$ cat src/rtl/hz_pkg.sv
package hz_pkg;

  // Pipeline steering produced by the stall decision
  typedef struct packed {
    logic pc_we;
    logic ifid_we;
    logic bubble;
  } hz_ctl_t;

  // One stall decision drives all three actions together
  function automatic hz_ctl_t ctl_for(input logic stall);
    hz_ctl_t c;
    c.pc_we   = ~stall;
    c.ifid_we = ~stall;
    c.bubble  = stall;
    return c;
  endfunction

endpackage

$ cat src/rtl/hz_src_match.sv
module hz_src_match #(
  parameter int unsigned REG_W      = 5,
  parameter int unsigned NUM_SRC    = 2,
  parameter bit          ZERO_CONST = 1'b1
) (
  input  logic                            ex_mem_rd,
  input  logic [REG_W-1:0]                ex_dst,
  input  logic [NUM_SRC-1:0][REG_W-1:0]   id_src,
  output logic                            load_live,
  output logic [NUM_SRC-1:0]              hit_vec
);

  // A load to a hard-wired zero register produces nothing to wait for
  function automatic logic dst_is_real(input logic [REG_W-1:0] r);
    return (ZERO_CONST == 1'b0) || (r != '0);
  endfunction

  function automatic logic same_reg(input logic [REG_W-1:0] a,
                                    input logic [REG_W-1:0] b);
    return a == b;
  endfunction

  assign load_live = ex_mem_rd && dst_is_real(ex_dst);

  for (genvar g = 0; g < NUM_SRC; g++) begin : g_src
    assign hit_vec[g] = load_live && same_reg(ex_dst, id_src[g]);
  end

endmodule

$ cat src/rtl/hz_stall_ctl.sv
module hz_stall_ctl #(
  parameter int unsigned NUM_SRC = 2
) (
  input  logic [NUM_SRC-1:0] hit_vec,
  output logic               stall,
  output hz_pkg::hz_ctl_t    ctl
);

  assign stall = |hit_vec;

  always_comb begin
    ctl = hz_pkg::ctl_for(stall);
  end

endmodule

$ cat src/rtl/hz_loaduse_ctrl.sv
module hz_loaduse_ctrl #(
  parameter int unsigned REG_W      = 5,
  parameter bit          ZERO_CONST = 1'b1
) (
  input  logic             clk,
  input  logic             rst_n,
  input  logic             idex_mem_rd_i,
  input  logic [REG_W-1:0] idex_rt_i,
  input  logic [REG_W-1:0] ifid_rs_i,
  input  logic [REG_W-1:0] ifid_rt_i,
  output logic             pc_we_o,
  output logic             ifid_we_o,
  output logic             bubble_o
);

  localparam int unsigned NUM_SRC = 2;
  localparam int unsigned SRC_RS  = 0;
  localparam int unsigned SRC_RT  = 1;

  logic [NUM_SRC-1:0][REG_W-1:0] src_fields;
  logic [NUM_SRC-1:0]            hit_vec;
  logic                          load_live;
  logic                          stall;
  hz_pkg::hz_ctl_t               ctl;

  assign src_fields[SRC_RS] = ifid_rs_i;
  assign src_fields[SRC_RT] = ifid_rt_i;

  hz_src_match #(
    .REG_W     (REG_W),
    .NUM_SRC   (NUM_SRC),
    .ZERO_CONST(ZERO_CONST)
  ) u_match (
    .ex_mem_rd(idex_mem_rd_i),
    .ex_dst   (idex_rt_i),
    .id_src   (src_fields),
    .load_live(load_live),
    .hit_vec  (hit_vec)
  );

  hz_stall_ctl #(
    .NUM_SRC(NUM_SRC)
  ) u_ctl (
    .hit_vec(hit_vec),
    .stall  (stall),
    .ctl    (ctl)
  );

  assign pc_we_o   = ctl.pc_we;
  assign ifid_we_o = ctl.ifid_we;
  assign bubble_o  = ctl.bubble;

  AST_RS_HIT_STALLS: assert property (@(posedge clk) disable iff (!rst_n)
    (idex_mem_rd_i && idex_rt_i != '0 && idex_rt_i == ifid_rs_i) |-> bubble_o);
  AST_RT_HIT_STALLS: assert property (@(posedge clk) disable iff (!rst_n)
    (idex_mem_rd_i && idex_rt_i != '0 && idex_rt_i == ifid_rt_i) |-> bubble_o);
  AST_NO_READ_NO_STALL: assert property (@(posedge clk) disable iff (!rst_n)
    !idex_mem_rd_i |-> !bubble_o);
  AST_ZERO_DST_FREE: assert property (@(posedge clk) disable iff (!rst_n)
    (ZERO_CONST && idex_rt_i == '0) |-> (!bubble_o && !load_live));
  AST_HOLD_PC: assert property (@(posedge clk) disable iff (!rst_n)
    bubble_o |-> !pc_we_o);
  AST_HOLD_IFID: assert property (@(posedge clk) disable iff (!rst_n)
    bubble_o |-> !ifid_we_o);
  AST_FREE_RUN: assert property (@(posedge clk) disable iff (!rst_n)
    (hit_vec == '0) |-> (pc_we_o && ifid_we_o && !bubble_o));

endmodule

$ cat config.mk
export PLATFORM = sky130hd
export DESIGN_NAME = hz_loaduse_ctrl
export DESIGN_NICKNAME = d
export VERILOG_FILES = /design/src/rtl/hz_pkg.sv /design/src/rtl/hz_src_match.sv /design/src/rtl/hz_stall_ctl.sv /design/src/rtl/hz_loaduse_ctrl.sv
export SDC_FILE = /design/constraint.sdc
export NUM_CORES = 1
export LEC_CHECK = 0
export BUFFER_PORTS_ARGS = -buffer_cell sky130_fd_sc_hd__clkbuf_2
export CAP_MARGIN = 30
export CORE_AREA = 3 3 40 42
export DETAILED_ROUTE_END_ITERATION = 6
export DIE_AREA = 0 0 43 45
export PLACE_DENSITY = 0.36
export SLEW_MARGIN = 30
export SYNTH_ARGS = -nofsm -noshare
export SYNTH_HDL_FRONTEND = slang
export SYNTH_SLANG_ARGS = --single-unit
$ cat constraint.sdc
create_clock -name vclk -period 1.2
set_input_delay 0 -clock vclk [all_inputs]
set_output_delay 0 -clock vclk [all_outputs]
set_load 0.005 [all_outputs]
==> impl_metrics.ini, run 1 <==
[outcome]
status = finished, final reports clean

[die]
dieWidth_um = 43
dieArea_mm2 = 0.00194
coreArea_mm2 = 0.00128
rows = 13
chipHeight_um = 45
initial_utilization_pct = 11.5
ios = 21

[routing]
drt-wirelength-per-cell_um = 9.00
routed_wl_um = 468
vias = 186
drc = 0
final_antenna_net_count = 0
first_pass_iters = 1
first_iter_violations = 0
viasPerCell = 3.58

[sta]
rsz0062_at_grt = no
slew_headroom_pct = 86.4
fin_crit_ns = 1.04
fin_crit_sh_pct = 86.5
max_freq_mhz = 964
maxSlewViolCount = 0
worst_pin_slew_ns = 0.203
finalHoldViolations = 0
finalSetupTns_ns = 0
finalSetupViolations = 0

[global_route]
grt_pass1_vias = 185
antenna_found_initial = 0
grtUsageTotal_pct = 5.06
grt_pass1_wl_um = 779
grt_max_degree = 5
overflow = 0

[layout]
area_growth_pct = 72.0
clkbuf_count = 0
multi_input_area_um2 = 140
fillers = 157
seqCellArea_um2 = 0
final_area_um2 = 254
num-nets-final = 57
design.seq.count = 0
layout-drive-gt1-share_pct = 54.1
diodes = 0

[worst_setup_path]
crit_fanout = 3
path_class = in -> out
crit_arrival_ns = 1.04
cp-start-kind = primary input
endpoint_kind = output pin
worst_path_most_repeated_cell = clkbuf_2
path_cells = clkbuf_2, or4_4, o211ai_1, clkbuf_2
slowest_stage = or4_4
required_ns = 1.20
worst_path_largest_cell_delay_ns = 0.55

[worst_hold_path]
min_path_type = in -> out

[power_and_ir_drop]
ir_drop_v = 0.000101
p_per_area_mw_per_mm2 = 332
p_leak_uw = 0.000120

[clock_tree]
post_cts_buffers = 0
hold_buffers = 0
cts_resized = 0

[synthesis]
synth_area_leader_cell = xnor2_1
synth.avg_cell_area_um2 = 7.77
synth_cell_types = 8
synth_warnings = 0
synthTopCellsByCount = xnor2_1, nand2_1, nand3_1
synthTopCellsByArea = xnor2_1, or4_4, nand3_1
synthCells = 19
synthDominantCellAreaShare_pct = 59.3
mappedNetlistNets = 37
ys_seq_area_share_pct = 0
synth_most_common_cell = xnor2_1
syn-cell-area_um2 = 148

[placement]
gp_congestion = 0.628
port_buffers = 19
place_area_um2 = 254

[run]
maxCapViolations = 0
==> worst paths after layout <==
path / startpoint / endpoint / slack [ns] / depth (start not counted)
worst max-delay path: idex_rt_i[0] / pc_we_o / 0.16 / 4
worst min-delay path: idex_mem_rd_i / bubble_o / 0.29 / 3
==> per-stage QoR <==
step | power, µW | utilization [%] | hold WS (ns) | cells | setup slack [ns]
6_report | 84.3 | 19.8 | 0.290 | 52 | 0.162
5_1_grt | 93.8 | 19.8 | 0.308 | 52 | 0.102
4_1_cts | 85.5 | 19.8 | 0.293 | 52 | 0.156
3_5_place_dp | 84.7 | 19.8 | 0.295 | 52 | 0.156
3_3_place_gp | 85.3 | 19.8 | 0.303 | 52 | 0.174
2_1_floorplan | 42.5 | - | 0.0936 | 19 | 0.303
==> layout make-up <==
class                           count  share of cell area, %
Multi-Input combinational cell     18                   55.2
Timing Repair Buffer               19                   37.4
Tap cell                           15                   7.39
==> cells by family after synthesis <==
logic type,share of synthesized area [%]
xor gates and xnor gates,59.3
and+or+nand+nor,19.5
AOI/OAI and AO/OA,16.1
buffers and inverters,5.09
==> layer usage <==
layer,up-vias,track usage (%),wire [µm]
li1,102,-,-
met1,66,7.62,228
met2,18,7.49,131
met3,0,1.59,109
met4,0,0,0
met5,-,0,0
==> power breakdown <==
group          switching, µW  total (µW)  internal, µW  leakage, µW
Combinational           35.3        84.3          48.9     0.000120
Sequential                 0           0             0            0
Clock                      0           0             0            0
==> critical path: cells and delay by family <==
kind            cells  cell delay, ns
compound gates      1            0.22
simple gates        1            0.55
buf+inv             2            0.27
==> cell usage in the layout, fill, tap and decap left out <==
cell type	n
clkbuf_2	19
xnor2_1	10
nand3_1	2
nand2_1	2
or4_4	1
o22ai_1	1
o211a_1	1
o211ai_1	1
No activity file was read; power rests on OpenSTA's default activity.
==> inputs of run 2 (changes only) <==
- SYNTH_HIERARCHICAL: default -> 1
==> run 2 against run 1 <==
Effect of this change:
- flip-flop and latch count is the same
- die area stayed put
- first-iteration DRC count is the same
- clock-buffer cell count is the same
- worst setup slack worse by 0.16 ns
- sequential share of layout area unchanged
- hold slack improved by 0.18 ns
- wire length up 1.3%
- via count rose by 12%
==> impl_metrics.ini, run 2 <==
[outcome]
status = finished, final reports clean

[power_and_ir_drop]
p_per_area_mw_per_mm2 = 309
p_leak_uw = 0.000141
ir_drop_v = 0.0000902

[worst_setup_path]
path_class = in -> out
crit_arrival_ns = 1.19
worst_path_most_repeated_cell = clkbuf_2
required_ns = 1.20
endpoint_kind = output pin
cp-start-kind = primary input
crit_fanout = 2
slowest_stage = or4_4
worst_path_largest_cell_delay_ns = 0.53
path_cells = clkbuf_2, or4_4, o21ai_2, nor4_2, or2_1, clkbuf_2

[worst_hold_path]
min_path_type = in -> out
holdPathStages = 5

[placement]
gp_congestion = 0.583
port_buffers = 19
placed_cells = 56

[layout]
layout-drive-gt1-share_pct = 63.4
final_common_cell = clkbuf_2
area_growth_pct = 91.7
seqCellArea_um2 = 0
design.seq.count = 0
final_cell_mix = clkbuf_2, xnor2_1, xor2_1, buf_4, nand3_1
diodes = 0
final_util_pct = 22.6
final_cells = 56
num-nets-final = 61
clkbuf_count = 0

[die]
dieArea_mm2 = 0.00194
chipHeight_um = 45
ios = 21
rows = 13
coreArea_mm2 = 0.00128
dieWidth_um = 43
initial_utilization_pct = 11.8

[sta]
fin_crit_sh_pct = 99.6
maxSlewViolCount = 0
worst_pin_slew_ns = 0.316
finalHoldViolations = 0
hold_ws_ns = 0.467
slew_headroom_pct = 78.7
finalSetupViolations = 0
rsz0062_at_grt = yes
fin_crit_ns = 1.19
max_freq_mhz = 837

[routing]
dr_wl_met3_um = 71
first_pass_iters = 1
drc = 0
vias = 208
top_layer = met3
dr_wl_met2_um = 170
met1Wirelength_um = 232
final_antenna_net_count = 0
viasPerCell = 3.71
drt-wirelength-per-cell_um = 8.46
routed_wl_um = 474
first_iter_violations = 0

[global_route]
overflow = 0
grtUsageTotal_pct = 4.73
grt_pass1_vias = 200
antenna_found_initial = 0
grt_pass1_wl_um = 724
grt_max_degree = 4

[run]
maxCapViolations = 0

[synthesis]
synth.avg_cell_area_um2 = 7.57
synth_warnings = 6
syn-cell-area_um2 = 151
synthCells = 20
mappedNetlistNets = 38

[clock_tree]
hold_buffers = 0
-- run 2: layout make-up --
cell class                      instances  area, µm²
Timing Repair Buffer                   23        125
Fill cell                             150        995
Tap cell                               15       18.8
Multi-Input combinational cell         18        146
-- run 2: worst paths after layout --
| check | start | endpoint | slack (ns) |
|---|---|---|---|
| worst max-delay path | idex_rt_i[1] | bubble_o | 0.005 |
| worst min-delay path | idex_mem_rd_i | ifid_we_o | 0.47 |
-- run 2: per-stage QoR --
| stage | instance area, µm² | power [µW] | TNS, ns | worst slack, ns |
|---|---|---|---|---|
| after floorplan | 151 | 37.4 | 0 | 0.128 |
| after global placement | 280 | 89.2 | 0 | 0.0237 |
| after detailed placement | 280 | 87.3 | 0 | 0.00986 |
| after CTS | 280 | 87.7 | 0 | 0.00986 |
| after global routing | 290 | 99.1 | -0.106 | -0.0556 |
| final | 290 | 89.7 | 0 | 0.00503 |
-- run 2: repair_timing --
| item | in CTS | in global routing |
|---|---|---|
| setup buffers | 0 | 0 |
| endpoints found under the setup margin | 0 | 3 |
| resized for setup | 0 | 2 |
-- run 2: power breakdown --
part / switching, µW / internal, µW / total, µW
Clock: 0 / 0 / 0
Sequential: 0 / 0 / 0
Combinational: 36.9 / 52.9 / 89.7
-- run 2: worst max-delay path: cells and delay by family --
family | cells | cell delay [ns]
AND/OR/NAND/NOR | 3 | 0.82
buffers and inverters | 2 | 0.20
AO/OA/AOI/OAI | 1 | 0.18
-- run 2: metal layers --
metal	global-route usage [%]	vias to the layer above
met3	0.398	0
met5	0	-
li1	-	109
met2	7.49	16
met1	7.38	83
met4	0	0
